**src/rtl/sar_seq_pkg.sv**
```systemverilog
package sar_seq_pkg;

    localparam int unsigned DEF_BITS = 10;

    typedef struct packed {
        logic single;
        logic bipolar;
    } conv_mode_t;

    typedef enum logic [1:0] {
        CODE_STRAIGHT = 2'd0,
        CODE_ZERO     = 2'd1,
        CODE_TWOS     = 2'd2
    } coding_t;

    function automatic coding_t pick_coding(input conv_mode_t m, input logic neg);
        if (m.single)       return CODE_STRAIGHT;
        else if (m.bipolar) return CODE_TWOS;
        else if (neg)       return CODE_ZERO;
        else                return CODE_STRAIGHT;
    endfunction

endpackage

```
**src/rtl/sar_ctrl.sv**
```systemverilog
module sar_ctrl
    import sar_seq_pkg::*;
#(
    parameter int unsigned NBITS = DEF_BITS,
    localparam int unsigned IDX_W = $clog2(NBITS)
) (
    input  logic             clk,
    input  logic             rst,
    input  logic             start,
    input  conv_mode_t       mode_in,
    input  logic             cmp,
    output logic             accept,
    output logic             busy,
    output logic             last,
    output logic             done,
    output logic [IDX_W-1:0] idx,
    output conv_mode_t       mode_q,
    output logic             sign_q
);
    assign accept = start && !busy;
    assign last   = busy && (idx == '0);

    always_ff @(posedge clk) begin
        if (rst) begin
            busy   <= 1'b0;
            done   <= 1'b0;
            idx    <= '0;
            mode_q <= '0;
            sign_q <= 1'b0;
        end else begin
            done <= 1'b0;
            if (accept) begin
                busy   <= 1'b1;
                idx    <= IDX_W'(NBITS - 1);
                mode_q <= mode_in;
                sign_q <= cmp;
            end else if (busy) begin
                if (idx == '0) begin
                    busy <= 1'b0;
                    done <= 1'b1;
                end else begin
                    idx <= idx - 1'b1;
                end
            end
        end
    end

    p_busy_after_start_r2: assert property (@(posedge clk) disable iff (rst)
        accept |=> busy);
    p_done_single_r4: assert property (@(posedge clk) disable iff (rst)
        done |=> !done);
    p_done_ends_busy_r4: assert property (@(posedge clk) disable iff (rst)
        done |-> (!busy && $past(busy)));
    p_mode_held_r8: assert property (@(posedge clk) disable iff (rst)
        (busy && $past(busy)) |-> ($stable(mode_q) && $stable(sign_q)));
endmodule

```
**src/rtl/sar_trial_reg.sv**
```systemverilog
module sar_trial_reg
    import sar_seq_pkg::*;
#(
    parameter int unsigned NBITS = DEF_BITS,
    localparam int unsigned IDX_W = $clog2(NBITS)
) (
    input  logic             clk,
    input  logic             rst,
    input  logic             load,
    input  logic             step,
    input  logic             last,
    input  logic [IDX_W-1:0] idx,
    input  logic             cmp,
    output logic [NBITS-1:0] trial,
    output logic [NBITS-1:0] decided
);
    localparam logic [NBITS-1:0] MSB_ONLY = {1'b1, {(NBITS-1){1'b0}}};

    logic [NBITS-1:0] next_trial;

    always_comb begin
        decided = trial;
        for (int i = 0; i < NBITS; i++) begin
            if (i == int'(idx) && !cmp) decided[i] = 1'b0;
        end
        next_trial = decided;
        for (int i = 0; i < NBITS; i++) begin
            if (i + 1 == int'(idx)) next_trial[i] = 1'b1;
        end
    end

    always_ff @(posedge clk) begin
        if (rst)                trial <= '0;
        else if (load)          trial <= MSB_ONLY;
        else if (step && last)  trial <= decided;
        else if (step)          trial <= next_trial;
    end

    p_first_trial_r3: assert property (@(posedge clk) disable iff (rst)
        load |=> (trial == MSB_ONLY));
    p_trial_hold_r9: assert property (@(posedge clk) disable iff (rst)
        (!load && !step) |=> $stable(trial));
endmodule

```
**src/rtl/sar_coder.sv**
```systemverilog
module sar_coder
    import sar_seq_pkg::*;
#(
    parameter int unsigned NBITS = DEF_BITS
) (
    input  logic             clk,
    input  logic             rst,
    input  logic             last,
    input  conv_mode_t       mode,
    input  logic             sign,
    input  logic [NBITS-1:0] code,
    output logic [NBITS-1:0] result
);
    coding_t          kind;
    logic [NBITS-1:0] coded;

    always_comb begin
        kind = pick_coding(mode, sign);
        unique case (kind)
            CODE_ZERO: coded = '0;
            CODE_TWOS: coded = {~code[NBITS-1], code[NBITS-2:0]};
            default:   coded = code;
        endcase
    end

    always_ff @(posedge clk) begin
        if (rst)       result <= '0;
        else if (last) result <= coded;
    end

    p_clamp_neg_r6: assert property (@(posedge clk) disable iff (rst)
        (last && !mode.single && !mode.bipolar && sign) |=> (result == '0));
    p_single_plain_r5: assert property (@(posedge clk) disable iff (rst)
        (last && mode.single) |=> (result == $past(code)));
    p_result_hold_r9: assert property (@(posedge clk) disable iff (rst)
        !last |=> $stable(result));
endmodule

```
**src/rtl/sar_conv_seq.sv**
```systemverilog
module sar_conv_seq
    import sar_seq_pkg::*;
#(
    parameter int unsigned NBITS = DEF_BITS,
    localparam int unsigned IDX_W = $clog2(NBITS)
) (
    input  logic             clk,
    input  logic             rst,
    input  logic             start_i,
    input  logic             single_i,
    input  logic             bipolar_i,
    input  logic             cmp_i,
    output logic [NBITS-1:0] trial_o,
    output logic             busy_o,
    output logic             done_o,
    output logic [NBITS-1:0] result_o
);
    conv_mode_t       mode_in, mode_q;
    logic             accept, busy, last, done, sign_q;
    logic [IDX_W-1:0] idx;
    logic [NBITS-1:0] decided;

    assign mode_in = '{single: single_i, bipolar: bipolar_i};

    sar_ctrl #(.NBITS(NBITS)) ctrl_i (
        .clk(clk), .rst(rst), .start(start_i), .mode_in(mode_in), .cmp(cmp_i),
        .accept(accept), .busy(busy), .last(last), .done(done), .idx(idx),
        .mode_q(mode_q), .sign_q(sign_q)
    );

    sar_trial_reg #(.NBITS(NBITS)) trial_i (
        .clk(clk), .rst(rst), .load(accept), .step(busy), .last(last),
        .idx(idx), .cmp(cmp_i), .trial(trial_o), .decided(decided)
    );

    sar_coder #(.NBITS(NBITS)) coder_i (
        .clk(clk), .rst(rst), .last(last), .mode(mode_q), .sign(sign_q),
        .code(decided), .result(result_o)
    );

    assign busy_o = busy;
    assign done_o = done;

    p_start_ignored_r8: assert property (@(posedge clk) disable iff (rst)
        (start_i && busy_o) |=> (trial_o != {1'b1, {(NBITS-1){1'b0}}} || !busy_o || $past(trial_o) == trial_o));
endmodule

```
**config.mk**
```make
export PLATFORM = sky130hd
export DESIGN_NAME = sar_conv_seq
export DESIGN_NICKNAME = d
export VERILOG_FILES = /design/src/rtl/sar_seq_pkg.sv /design/src/rtl/sar_ctrl.sv /design/src/rtl/sar_trial_reg.sv /design/src/rtl/sar_coder.sv /design/src/rtl/sar_conv_seq.sv
export SDC_FILE = /design/constraint.sdc
export NUM_CORES = 1
export LEC_CHECK = 0
export ABC_AREA = 1
export ABC_CLOCK_PERIOD_IN_PS = 2580
export BUFFER_PORTS_ARGS = -buffer_cell sky130_fd_sc_hd__buf_2
export CORE_MARGIN = 2
export CORE_UTILIZATION = 33
export CTS_CLUSTER_DIAMETER = 100
export DETAILED_ROUTE_END_ITERATION = 16
export PLACE_DENSITY_LB_ADDON = 0.2
export SLEW_MARGIN = 20
export SYNTH_ARGS = -nofsm -noshare
export SYNTH_HDL_FRONTEND = slang
export SYNTH_SLANG_ARGS = --single-unit
```
**constraint.sdc**
```tcl
create_clock -name clk -period 2.58 [get_ports clk]
set_input_delay 0.129 -clock clk [delete_from_list [all_inputs] [get_ports clk]]
set_output_delay 0.129 -clock clk [all_outputs]
set_load 0.01 [all_outputs]
```
Word level (Yosys, flattened, before mapping) --
Index checks and enable logic that the tools add are counted.
Cells by class: equal/unequal tests 13, add/sub/neg operators 1, bitwise gates (word level) 3, muxes and demuxes 34, reduce and logical (&&, ||, !) cells 24
Operators with widths (number):
- two-way mux 10 bit | 3
- equality test 4 bit (first input constant) | 7
- two-way mux 1 bit | 25
- one-hot mux 10 bit (2 select lines) | 1
- logical AND 1 bit | 13
- two-way mux 4 bit | 3
- equality test 3 x 4 -> 1 bit (first input constant) | 2
- logical NOT 4 bit | 2
- equality test 2 x 4 -> 1 bit (first input constant) | 1
- two-way mux 2 bit | 2
- AND reduction 2 bit | 2
- nonzero test 2 bit | 2
- subtractor 4 x 1 -> 4 bit (second input constant) | 1
- NOT 1 bit | 3
- nonzero test 3 bit | 1
- OR reduction 3 bit | 1
- equality test 2 x 1 -> 1 bit (second input constant) | 1
- equality test 2 bit (second input constant) | 1
- logical NOT 1 bit | 2
- inequality test 2 bit (second input constant) | 1
- OR reduction 2 bit | 1
Storage, ports and cells: register bits after elaboration 29, output and inout port bits 22, input port bits 6

Longest topological paths before layout --
depth after elaboration 7, mapped depth 8

Hierarchy --
Synthesis repeated with hierarchy kept, for this count alone.
Unflattened totals: cells, all modules 197, area, all modules 1395.1 µm²
Modules (own cells, without submodules):
- sar_trial_reg | cells each 91, times used 1, area an instance 586.8 µm², seq. area each 200.2 µm²
- sar_ctrl | cells each 52, times used 1, area an instance 405.4 µm², seq. area each 180.2 µm²
- sar_coder | cells each 54, times used 1, area an instance 402.9 µm², seq. area each 200.2 µm²

Worst setup path after synthesis --
OpenSTA, ideal clock, no wires.
path type reg-to-reg, start point register, netlist name ctrl_i.mode_q[1], end point register coder_i.result[6], path slack 1.203 ns, data required time 2.448 ns, library setup time 0.132 ns, arrival 1.244 ns, stages on the path, launching flop included 8, clock period less this slack 1.377 ns, path through dfxtp_1 -> inv_1 -> nand3_1 -> ha_1 -> nor2_1 -> nor2_8 -> o211ai_1 -> a21oi_1
Between the ends: longest elaborated chain between the ends 3, elaborated cells between the ends (all ways) 4, classes of those cells eq/ne: 2; mux: 2
RTL lines:
- two-way mux 2 bit * | line sar_seq_pkg.sv:17 | if (m.single) return CODE_STRAIGHT;
- equality test 2 bit / equality test 2 x 1 -> 1 bit (equally long branches) | line sar_coder.sv:19 | unique case (kind)
- one-hot mux 10 bit (2 select lines) * | line sar_coder.sv:19
- to (signal assigned) | line sar_coder.sv:28 | else if (last) result <= coded;
- to (decl) | line sar_coder.sv:12 | output logic [NBITS-1:0] result
Every way passes the cells marked *; elsewhere a longest branch is shown, timed or not. A chain may end at the register's enable or synchronous reset.

Worst setup path in the final report --
start point register, netlist name ctrl_i.mode_q[0], end point register coder_i.result[6]
Between the ends: longest elaborated chain between the ends 4, elaborated cells between the ends (all ways) 5, classes of those cells eq/ne: 2; mux: 3
RTL lines:
- two-way mux 2 bit * | line sar_seq_pkg.sv:18 | else if (m.bipolar) return CODE_TWOS;
- two-way mux 2 bit * | line sar_seq_pkg.sv:17
- equality test 2 bit / equality test 2 x 1 -> 1 bit (equally long branches) | line sar_coder.sv:19
- one-hot mux 10 bit (2 select lines) * | line sar_coder.sv:19
Marks and branches as above.

==> impl.org <==
** Synth
- Cell types with the largest area share after synthesis :: sky130_fd_sc_hd__dfxtp_1 43%, sky130_fd_sc_hd__nand2_1 9.4%, sky130_fd_sc_hd__o21ai_0 7.3%
- After synthesis, the mean cell area works out to 7.705 µm².
- Syn Inst Count :: 177
- Netlist area before placement :: 1364 µm²
- Cell variety after synth :: 22
- The number of nets in the synthesized netlist is 189.
- Summed over its instances, the top area cell type makes up 42.57% of the synthesized netlist area.
- Largest area contributor in the synthesized netlist :: sky130_fd_sc_hd__dfxtp_1
- Counting flops and latches in the post-synthesis netlist gives 29.
- For this run, the number of Yosys warnings is 0.
- Summing the sequential cell areas from Yosys gives a little over two fifths of the chip area.

** Timing
- Final count of pins violating max slew :: 0
- Adding up every negative setup slack in the final design gives 0 ns.
- Setup violations remaining at the end of the flow were counted as 0.
- Final hold vios :: 0
- Unrepaired setup endpoints after global routing :: false
- In the finished design, the share of the clock period the worst path needs comes to 57.49%.
- Between clock sinks in the finished design, the worst skew comes to 0.009452 ns.
- The worst pin sits at a relative slew slack of 72.47%.
- Shortest clock period the worst path allows after layout :: 1.483 ns
- Slew of the pin with the lowest slew margin :: 0.4124 ns
- For this run, the top clock speed supported by timing is 0.6742 GHz.

** Layout
- Area Overhead vs Synth :: 18.07%
- The finished cells cover 1610 µm².
- Net count reported at finish :: around 220
- 0 antenna diodes ended up in the layout.
- Total area of multi-input combinational cells :: 674.4 µm²
- Counting the fill cells in the layout gives 426.
- Summing all flip-flop and latch instances after layout gives 580.6 µm².
- Once layout is complete, the utilization of the core stands at around two fifths.
- Cells with a size suffix above 1 make up 20.49% of the layout.

** Placed design
- Placed cell areas :: 1524 µm²
- GP Congestion :: roughly 0.76
- Number of port buffers :: 27
- Placed wire-length estimate after detailed placement :: around 2.3 mm

** Floorplanning
- 28 I/O pins were placed.
- Core Rows :: 23
- Die Outline Area :: 4663 µm²
- The floorplan step set the die width to 68.29 µm.
- Die height :: roughly 70 µm
- Initial Util :: 34.09%
- After floorplanning, the core was sized to cover about 4000 µm².

** Drt
- Number of vias per cell :: 4.929
- After the first detailed-routing iteration, the DRC count stood at 73.
- Number of vias in the routed layout :: 1257
- After detailed routing, the total wire length is 3.082 mm.
- Number of DRC violations after detailed routing :: 0
- Before antenna repair, the detailed router went through 4 iterations.
- Final antenna-violating net count :: 0
- Dividing the detail-routed wire length by the instance count gives around 12 µm.

** Clock network
- After clock tree synthesis, the flow added hold-fix buffers numbering 0.
- The number of setup buffers added after CTS is 0.
- Clock slew at the register clock pins of the worst setup and hold paths :: ~0.070 ns
- CTS built an H-tree with a depth of 2.
- Buffer type at the clock tree root :: sky130_fd_sc_hd__clkbuf_8
- CTS max path bufs :: 2
- The number of clock buffers added by TritonCTS is 5.
- Post-cts resize count :: 0
- Later-pin clock latency in the skew report :: 0.29 ns
- TritonCTS sink count :: 29
- TritonCTS built the clock tree.

** Critical path
- Crit Path Class :: register to register
- Startpoint class of the critical path :: register
- STA classifies the critical path endpoint as a register.
- Critical path data required time :: between 2 and 3 ns
- Crit-path max FO :: 10
- Data arrives at the worst endpoint at 1.66 ns.

** Power and ir drop
- Of the total power, registers draw 47.6%.
- Dividing total power by cell area gives a power density of between 600 and 700 nW/µm².
- Proportion of power drawn by the clock network :: 35.2%
- The analysis attributes to cell leakage a power of 0.7244 nW.
- Maximum vdd ir drop :: roughly 300 µV
- Of the total power, the share spent switching nets is 30.82%.
- Power comes to 0.001040 W.
- The internal portion of the total power is 0.0007195 W.
- Switching power :: 0.0003205 W
- Combinational logic burns 17.2% of the power.

** Global route
- Pin count of the biggest net entering global routing :: 27
- The number of antenna violations at the first check in global routing is 0.
- The first global-routing pass estimated 5.388 mm of wire.
- For this run, the total global-route usage over all layers was measured as 15.78%.
- Via count of the first global-routing pass :: around 1100
- Gr ovfl total :: 0

** Run
- Across the run, the number of max-cap violations was 0.

** Worst hold path
- In this run the worst hold path is classified as primary input to register.

** Status
- The run finished with clean final reports.
-- placed cells by master (no fill, tap or decap), types with 2 or more instances in the layout --
cell type,n
sky130_fd_sc_hd__a31oi_1,8
sky130_fd_sc_hd__clkinv_2,2
sky130_fd_sc_hd__nand3_1,14
sky130_fd_sc_hd__buf_2,27
sky130_fd_sc_hd__dfxtp_1,29
sky130_fd_sc_hd__ha_1,6
sky130_fd_sc_hd__o21a_1,3
sky130_fd_sc_hd__nand2_2,2
sky130_fd_sc_hd__nor2_8,2
sky130_fd_sc_hd__o21ai_0,20
sky130_fd_sc_hd__a21oi_1,17
sky130_fd_sc_hd__clkbuf_8,5
sky130_fd_sc_hd__nand2_1,34
sky130_fd_sc_hd__inv_1,16
sky130_fd_sc_hd__nor2_1,12
sky130_fd_sc_hd__o211ai_1,2
-- layout make-up --
class                      instances  share of cell area (%)
clock inverter                     3                   1.088
clock buffer                       5                   4.274
sequential                        29                   36.05
timing repair buffer              28                   8.858
inverter                          17                   3.963
multi-input combinational        123                   41.88
tap                               50                   3.885
-- cell usage after synthesis --
library cell / number
sky130_fd_sc_hd__nor2_1: 12
sky130_fd_sc_hd__buf_4: 1
sky130_fd_sc_hd__o211ai_1: 2
sky130_fd_sc_hd__o21ai_0: 20
sky130_fd_sc_hd__inv_1: 16
sky130_fd_sc_hd__a21oi_1: 17
sky130_fd_sc_hd__nand4_1: 1
sky130_fd_sc_hd__nor2_8: 2
sky130_fd_sc_hd__inv_2: 1
sky130_fd_sc_hd__clkbuf_1: 3
sky130_fd_sc_hd__buf_2: 2
sky130_fd_sc_hd__buf_6: 1
sky130_fd_sc_hd__nand3_4: 1
sky130_fd_sc_hd__nand2_2: 2
sky130_fd_sc_hd__a31oi_1: 8
sky130_fd_sc_hd__o21a_1: 3
sky130_fd_sc_hd__clkbuf_2: 1
sky130_fd_sc_hd__dfxtp_1: 29
sky130_fd_sc_hd__nand3_1: 14
sky130_fd_sc_hd__nand2_1: 34
sky130_fd_sc_hd__ha_1: 6
sky130_fd_sc_hd__o31ai_1: 1
-- cell families after synthesis --
kind of cell / Yosys count / share of synthesized area, %
and+or+nand+nor: 66 / 23.39
AOI/OAI and AO/OA: 51 / 20.55
adders and majority gates: 6 / 5.504
buffers and inverters: 25 / 7.981
DFF: 29 / 42.57
-- state kept, by name, indices dropped and copies added (netlist names) --
register	flops
ctrl_i.sign_q	1
ctrl_i.done	1
ctrl_i.busy	1
coder_i.result	10
ctrl_i.idx	4
trial_i.trial	10
ctrl_i.mode_q	2
-- worst paths after layout --
path                                               startpoint  slack, ns                             end  cells past startpoint
worst max-delay path            ctrl_i.mode_q[0]$_SDFFE_PP0P_       1.10  coder_i.result[6]$_SDFFE_PP0P_                      7
worst max register to register  ctrl_i.mode_q[0]$_SDFFE_PP0P_       1.10  coder_i.result[6]$_SDFFE_PP0P_                      7
worst min register to register     ctrl_i.sign_q$_SDFFE_PP0P_       0.46      ctrl_i.sign_q$_SDFFE_PP0P_                      2
worst min-delay path                                bipolar_i       0.13   ctrl_i.mode_q[0]$_SDFFE_PP0P_                      3
-- per-layer routing --
layer / vias to the layer above / global-route usage [%] / wire length (µm)
li1: 648 / - / -
met1: 582 / 19.96 / 1457
met2: 21 / 23.42 / 1431
met3: 6 / 5.757 / 144
met4: 0 / 8.000 / 49
met5: - / 0 / 0
-- power by group through the flow --
stage	combinational (W)	clock (W)	sequential, W
3_5_place_dp	0.000180	0	0.000505
6_report	0.000179	0.000366	0.000495
3_3_place_gp	0.000180	0	0.000505
5_1_grt	0.000207	0.000401	0.000499
4_1_cts	0.000181	0.000380	0.000495
2_1_floorplan	0.000139	0	0.000502
-- worst max-delay path, cell delays in order (launching register included) --
cell,delay (ns)
sky130_fd_sc_hd__dfxtp_1,0.29
sky130_fd_sc_hd__inv_1,0.08
sky130_fd_sc_hd__nand3_1,0.08
sky130_fd_sc_hd__ha_1,0.33
sky130_fd_sc_hd__nor2_1,0.31
sky130_fd_sc_hd__nor2_8,0.10
sky130_fd_sc_hd__o211ai_1,0.10
sky130_fd_sc_hd__a21oi_1,0.08
-- stage by stage --
stage | cells | hold WS [ns] | worst slack (ns)
final | 255 | 0.1296 | 1.097
after CTS | 255 | 0.1175 | 1.071
after floorplan | 177 | 0.1981 | 1.203
after global routing | 255 | 0.1440 | 0.9387
after global placement | 247 | 0.4126 | 1.089
after detailed placement | 247 | 0.4168 | 1.073
(Power assumes the default switching activity.)
